[config.mk]
export PLATFORM = sky130hd
export DESIGN_NAME = i2c_regport
export DESIGN_NICKNAME = d
export VERILOG_FILES = /design/src/rtl/i2cr_pkg.sv /design/src/rtl/i2cr_glitch.sv /design/src/rtl/i2cr_cond.sv /design/src/rtl/i2cr_engine.sv /design/src/rtl/i2c_regport.sv
export SDC_FILE = /design/constraint.sdc
export NUM_CORES = 1
export LEC_CHECK = 0
export CAP_MARGIN = 20
export CELL_PAD_IN_SITES_DETAIL_PLACEMENT = 1
export CELL_PAD_IN_SITES_GLOBAL_PLACEMENT = 2
export CORE_MARGIN = 8
export CORE_UTILIZATION = 40
export DETAILED_ROUTE_END_ITERATION = 10
export PLACE_DENSITY = 0.95
export SETUP_SLACK_MARGIN = 0.15
export SYNTH_ARGS = -nofsm -noshare
export SYNTH_HDL_FRONTEND = slang
export SYNTH_SLANG_ARGS = --single-unit
export TNS_END_PERCENT = 20
[constraint.sdc]
create_clock -name clk -period 5 [get_ports clk]
set_input_delay 1 -clock clk [delete_from_list [all_inputs] [get_ports clk]]
set_output_delay 1 -clock clk [all_outputs]
set_load 0.01 [all_outputs]
[src/rtl/i2cr_pkg.sv]
package i2cr_pkg;
  localparam int BYTE_W = 8;
  localparam logic [4:0] ID_PREFIX = 5'b10100;

  typedef enum logic [2:0] {
    ST_IDLE,
    ST_ID,
    ST_ADDR,
    ST_WDAT,
    ST_RDAT,
    ST_HOLD
  } st_e;
endpackage

[src/rtl/i2cr_glitch.sv]
// Two-flop synchronizer followed by a hold counter: the clean output
// follows the input only after FILT_CYC consecutive cycles of difference.
module i2cr_glitch #(
  parameter int FILT_CYC = 13
) (
  input  logic clk,
  input  logic rst_n,
  input  logic raw,
  output logic clean
);
  localparam int CW = $clog2(FILT_CYC + 1);

  logic [1:0]    sync_q;
  logic [CW-1:0] cnt_q, cnt_nx;
  logic          clean_nx;

  always_comb begin
    cnt_nx   = cnt_q;
    clean_nx = clean;
    if (sync_q[1] == clean) begin
      cnt_nx = '0;
    end else if (cnt_q == CW'(FILT_CYC - 1)) begin
      cnt_nx   = '0;
      clean_nx = sync_q[1];
    end else begin
      cnt_nx = cnt_q + 1'b1;
    end
  end

  always_ff @(posedge clk or negedge rst_n) begin
    if (!rst_n) begin
      sync_q <= 2'b11;
      cnt_q  <= '0;
      clean  <= 1'b1;
    end else begin
      sync_q <= {sync_q[0], raw};
      cnt_q  <= cnt_nx;
      clean  <= clean_nx;
    end
  end
endmodule

[src/rtl/i2cr_cond.sv]
// Bus condition detector on the filtered lines.
module i2cr_cond (
  input  logic clk,
  input  logic rst_n,
  input  logic scl,
  input  logic sda,
  output logic start,
  output logic stop,
  output logic rise,
  output logic fall
);
  logic scl_q, sda_q;

  always_ff @(posedge clk or negedge rst_n) begin
    if (!rst_n) begin
      scl_q <= 1'b1;
      sda_q <= 1'b1;
    end else begin
      scl_q <= scl;
      sda_q <= sda;
    end
  end

  assign start = scl & scl_q & sda_q & ~sda;
  assign stop  = scl & scl_q & ~sda_q & sda;
  assign rise  = scl & ~scl_q;
  assign fall  = ~scl & scl_q;
endmodule

[src/rtl/i2cr_engine.sv]
// Byte/bit sequencer: identification, address, write data, read stream.
module i2cr_engine
  import i2cr_pkg::*;
#(
  parameter logic [BYTE_W-1:0] WRAP_ADDR = 8'h0F
) (
  input  logic              clk,
  input  logic              rst_n,
  input  logic              start,
  input  logic              stop,
  input  logic              rise,
  input  logic              fall,
  input  logic              sda,
  input  logic [1:0]        strap,
  input  logic              busy,
  input  logic [BYTE_W-1:0] rd_data,
  output logic              sda_pull,
  output logic [BYTE_W-1:0] ptr,
  output logic [BYTE_W-1:0] wdat,
  output logic              wen,
  output logic              rd_act
);
  st_e               st_q, st_nx, go_q, go_nx;
  logic [3:0]        bitc_q, bitc_nx;
  logic              ackph_q, ackph_nx;
  logic              mack_q, mack_nx;
  logic [BYTE_W-1:0] shr_q, shr_nx, txs_q, txs_nx;
  logic [BYTE_W-1:0] ptr_nx, wdat_nx, ptr_step;
  logic              pull_nx, wen_nx, id_ok;

  assign id_ok    = (shr_q[7:1] == {ID_PREFIX, strap});
  assign ptr_step = (ptr == WRAP_ADDR) ? '0 : ptr + 1'b1;
  assign rd_act   = (st_q == ST_RDAT);

  always_comb begin
    st_nx    = st_q;
    go_nx    = go_q;
    bitc_nx  = bitc_q;
    ackph_nx = ackph_q;
    mack_nx  = mack_q;
    shr_nx   = shr_q;
    txs_nx   = txs_q;
    ptr_nx   = ptr;
    wdat_nx  = wdat;
    pull_nx  = sda_pull;
    wen_nx   = 1'b0;
    if (stop || start) begin
      st_nx    = stop ? ST_IDLE : ST_ID;
      bitc_nx  = '0;
      ackph_nx = 1'b0;
      pull_nx  = 1'b0;
    end else begin
      case (st_q)
        ST_ID, ST_ADDR, ST_WDAT: begin
          if (rise && !ackph_q && bitc_q != 4'd8) begin
            shr_nx  = {shr_q[6:0], sda};
            bitc_nx = bitc_q + 1'b1;
          end
          if (fall && ackph_q) begin
            ackph_nx = 1'b0;
            bitc_nx  = '0;
            pull_nx  = 1'b0;
            st_nx    = go_q;
            if (go_q == ST_RDAT) begin
              txs_nx  = rd_data;
              pull_nx = ~rd_data[7];
            end
          end else if (fall && bitc_q == 4'd8) begin
            if (st_q == ST_ID) begin
              if (id_ok) begin
                ackph_nx = 1'b1;
                pull_nx  = 1'b1;
                go_nx    = shr_q[0] ? ST_RDAT : ST_ADDR;
              end else begin
                st_nx = ST_HOLD;
              end
            end else if (st_q == ST_ADDR) begin
              ackph_nx = 1'b1;
              pull_nx  = 1'b1;
              ptr_nx   = shr_q;
              go_nx    = ST_WDAT;
            end else if (!busy) begin
              ackph_nx = 1'b1;
              pull_nx  = 1'b1;
              wen_nx   = 1'b1;
              wdat_nx  = shr_q;
              go_nx    = ST_HOLD;
            end else begin
              st_nx = ST_HOLD;
            end
          end
        end
        ST_RDAT: begin
          if (rise) begin
            if (ackph_q) mack_nx = sda;
            else         bitc_nx = bitc_q + 1'b1;
          end
          if (fall) begin
            if (ackph_q) begin
              ackph_nx = 1'b0;
              if (!mack_q) begin
                txs_nx  = rd_data;
                pull_nx = ~rd_data[7];
                bitc_nx = '0;
              end else begin
                st_nx   = ST_HOLD;
                pull_nx = 1'b0;
              end
            end else if (bitc_q == 4'd8) begin
              pull_nx  = 1'b0;
              ackph_nx = 1'b1;
              ptr_nx   = ptr_step;
            end else begin
              txs_nx  = {txs_q[6:0], 1'b0};
              pull_nx = ~txs_q[6];
            end
          end
        end
        default: ;
      endcase
    end
  end

  always_ff @(posedge clk or negedge rst_n) begin
    if (!rst_n) begin
      st_q     <= ST_IDLE;
      go_q     <= ST_IDLE;
      bitc_q   <= '0;
      ackph_q  <= 1'b0;
      mack_q   <= 1'b1;
      shr_q    <= '0;
      txs_q    <= '0;
      ptr      <= '0;
      wdat     <= '0;
      sda_pull <= 1'b0;
      wen      <= 1'b0;
    end else begin
      st_q     <= st_nx;
      go_q     <= go_nx;
      bitc_q   <= bitc_nx;
      ackph_q  <= ackph_nx;
      mack_q   <= mack_nx;
      shr_q    <= shr_nx;
      txs_q    <= txs_nx;
      ptr      <= ptr_nx;
      wdat     <= wdat_nx;
      sda_pull <= pull_nx;
      wen      <= wen_nx;
    end
  end
endmodule

[src/rtl/i2c_regport.sv]
module i2c_regport
  import i2cr_pkg::*;
#(
  parameter int                FILT_CYC  = 13,
  parameter logic [BYTE_W-1:0] WRAP_ADDR = 8'h0F
) (
  input  logic              clk,
  input  logic              rst_n,
  input  logic              scl_in,
  input  logic              sda_in,
  output logic              sda_pull,
  input  logic [1:0]        strap,
  output logic [BYTE_W-1:0] reg_addr,
  output logic [BYTE_W-1:0] wr_data,
  output logic              wr_en,
  input  logic [BYTE_W-1:0] rd_data,
  input  logic              busy
);
  localparam int NLINE = 2;

  logic [1:0]       rst_sync;
  logic             rst_s;
  logic [NLINE-1:0] raw_line, clean_line;
  logic             cond_start, cond_stop, scl_rise, scl_fall, rd_act;

  // Reset asserts asynchronously and releases on a clock edge.
  always_ff @(posedge clk or negedge rst_n) begin
    if (!rst_n) rst_sync <= 2'b00;
    else        rst_sync <= {rst_sync[0], 1'b1};
  end
  assign rst_s = rst_sync[1];

  assign raw_line = {sda_in, scl_in};

  for (genvar g = 0; g < NLINE; g++) begin : g_line
    i2cr_glitch #(.FILT_CYC(FILT_CYC)) u_flt (
      .clk  (clk),
      .rst_n(rst_s),
      .raw  (raw_line[g]),
      .clean(clean_line[g])
    );
  end

  i2cr_cond u_cond (
    .clk  (clk),
    .rst_n(rst_s),
    .scl  (clean_line[0]),
    .sda  (clean_line[1]),
    .start(cond_start),
    .stop (cond_stop),
    .rise (scl_rise),
    .fall (scl_fall)
  );

  i2cr_engine #(.WRAP_ADDR(WRAP_ADDR)) u_eng (
    .clk     (clk),
    .rst_n   (rst_s),
    .start   (cond_start),
    .stop    (cond_stop),
    .rise    (scl_rise),
    .fall    (scl_fall),
    .sda     (clean_line[1]),
    .strap   (strap),
    .busy    (busy),
    .rd_data (rd_data),
    .sda_pull(sda_pull),
    .ptr     (reg_addr),
    .wdat    (wr_data),
    .wen     (wr_en),
    .rd_act  (rd_act)
  );
endmodule

==> impl_metrics.json <==
{
  "end_kind": "flop",
  "totalPowerFinal_w": 0.00106,
  "cts_tree": "built",
  "finalSetupViolCount": 0,
  "dr.pass1.iters": 4,
  "ys_seq_area_frac": 0.484,
  "power_per_cell_area_mw_per_mm2": 274,
  "num_rows": 33,
  "layout_setup_ws_ns": 2.37,
  "hold_viol_final": 0,
  "netlist_area_mm2": 0.00328,
  "yosys_most_used_dff": "dfrtp_1",
  "ys_ff_latch": 63,
  "holdBufCountCts": 0,
  "grt_start_max_net_pins": 35,
  "fillers": 917,
  "synth_top_cell_by_area": "dfrtp_1",
  "synth-async-reset-ratio": 1.00,
  "clock_skew_ns": 0.0129,
  "worst_pin_slew_ns": 0.872,
  "crit_type": "flop to flop",
  "num_vias": 2523,
  "drive_above_1_share": 0.201,
  "dpl_worst_slack_ns": 2.11,
  "post_cts_buffers": 0,
  "relSlewSlack": 0.416,
  "placed_cell_area_mm2": 0.00367,
  "clock_latency_ns": 0.35,
  "maxCapViolations": 0,
  "post_synth_main_area_contributors": "dfrtp_1 (41%), mux2_2 (8.9%), dfstp_2 (7.2%)",
  "vias_per_cell": 5.68,
  "first_iter_violations": 136,
  "h-tree-depth": 3,
  "grt-ovfl-total": 0,
  "power_leakage_nw": 1.68,
  "post-route-period-util": 0.525,
  "finalCriticalPeriod_ns": 2.63,
  "synth_edf_count": 0,
  "cts_made_buffers": 9,
  "nets": 356,
  "cts_buffer_depth": 2,
  "root_buffer": "clkbuf_8",
  "wl_mm": 8.18,
  "final_area_mm2": 0.00387,
  "synthMostInstantiatedCell": "dfrtp_1",
  "grt_use_total": 0.153,
  "grt_pass1_wl_mm": 13.9,
  "pin_count": 33,
  "syn_nets": 325,
  "route.detailed.drc": 0,
  "fp.dieW_um": 107,
  "final.setup.tns_ns": 0,
  "area_growth_pct": 17.9,
  "die_area_mm2": 0.0114,
  "yosys-top-cells-count": "dfrtp_1 (54), o21ai_0 (27), mux2_2 (26), a21oi_1 (21), nor2_1 (16)",
  "rsz0062_at_grt": "false",
  "maxSlewViolCount": 0,
  "crit_fanout": 16,
  "hold_class": "flop to asynchronous set/reset pin",
  "synth.top_cell.area_share": 0.412,
  "grt_antenna_before_repair": 0,
  "port_buffers": 32,
  "cts_resized": 0,
  "core_area_mm2": 0.00809,
  "synth_cells": 303,
  "grt_pass1_vias": 2714,
  "timing.fmax_ghz": 0.381,
  "start_util": 0.406,
  "cts_num_sinks": 63,
  "fp.dieH_um": 107,
  "antenna_cells": 0,
  "dp_hpwl_mm": 5.89,
  "clk_pin_slew_ns": 0.08,
  "crit_required_ns": 5.22,
  "wl_per_cell_um": 18.4,
  "gp_congestion": 0.802,
  "cp-start-kind": "flop",
  "postRouteAntennaNets": 0,
  "syn_area_per_cell_um2": 10.8,
  "cp_data_arrival_time_ns": 2.85,
  "irDropWorstVdd_mv": 0.140,
  "ys_warn_count": 0,
  "synth.distinct_cells": 60,
  "status": "finished, final reports clean"
}
## kinds of logic after synthesis
group | Yosys count | share of synthesized area
AOI/OAI and AO/OA | 82 | 0.159
and+or+nand+nor | 79 | 0.136
DFF | 63 | 0.484
muxes | 37 | 0.133
buffers and inverters | 27 | 0.0412
adders and majority gates | 7 | 0.0267
xor gates and xnor gates | 7 | 0.0187
other | 1 | 0.00114
## layout make-up
type,instances,area [µm²],area share
clock buffer,10,138,0.0355
clock inverter,6,68.8,0.0178
inverter,14,52.6,0.0136
multi-input combinational,213,1570,0.404
sequential,63,1590,0.410
tap,105,131,0.0339
timing repair buffer,33,328,0.0847
## registers in the layout, indices dropped and copies added, names as in the netlist
signal               cells
u_eng.go_q               3
u_eng.st_q               3
u_eng.bitc_q             4
g_line.u_flt.sync_q      4
u_cond.sda_q             1
u_eng.shr_q              8
g_line.u_flt.clean       2
u_eng.sda_pull           1
u_eng.wen                1
g_line.u_flt.cnt_q       8
u_eng.ptr                8
rst_sync                 2
u_eng.txs_q              7
u_eng.wdat               8
u_eng.mack_q             1
u_cond.scl_q             1
u_eng.ackph_q            1
## worst paths after layout
kind / startpoint / endpoint / slack (ns) / cells past startpoint
setup / recovery: u_eng.bitc_q[0] / u_eng.ptr[3] / 2.37 / 7
setup reg to reg: u_eng.bitc_q[0] / u_eng.ptr[3] / 2.37 / 7
hold reg to reg: rst_sync[1] / u_eng.txs_q[3] / 0.28 / 0
min in group clk: g_line[0].u_flt.sync_q[0] / g_line[0].u_flt.sync_q[1] / 0.36 / 0
max in group asynchronous: rst_sync[1] / u_eng.bitc_q[3] / 3.83 / 1
hold / removal: rst_sync[1] / u_eng.txs_q[3] / 0.28 / 0
## where the power goes
| part | leakage, nW | internal [W] | switching, W |
|---|---|---|---|
| clock | 0.103 | 0.000246 | 0.000219 |
| combinational | 0.773 | 0.0000290 | 0.0000271 |
| sequential | 0.806 | 0.000524 | 0.0000154 |
## through the flow
| stage | std cells | hold WS, ns | utilization |
|---|---|---|---|
| 2_1_floorplan | 303 | 0.331 | - |
| 3_3_place_gp | 428 | 0.289 | 0.453 |
| 3_5_place_dp | 428 | 0.297 | 0.453 |
| 4_1_cts | 444 | 0.316 | 0.479 |
| 5_1_grt | 444 | 0.355 | 0.479 |
| 6_report | 444 | 0.282 | 0.479 |
## routing by layer
metal / share of wire / GRT usage
met4: 0.015 / 0.0734
met5: 0 / 0
met1: 0.45 / 0.188
met2: 0.50 / 0.254
met3: 0.041 / 0.0282
## worst max-delay path, cell delays in order (launching register included)
cell,delay (ns)
dfrtp_1,0.43
inv_1,0.12
ha_1,0.17
nand3b_1,0.23
nor3_1,0.60
nand3_1,0.53
o21ai_0,0.30
o21ai_0,0.11
## cell usage in the layout (no fill, tap or decap), drive strengths merged, types with 6 or more instances in the layout
cell type and count:
dfrtp 54, mux2 33, clkdlybuf4s50 32, o21ai 29, a21oi 22, nor2 17, inv 15, nand2 14
clkbuf 10, dfstp 9, ha 7, nand3 6
(Power assumes the default switching activity.)
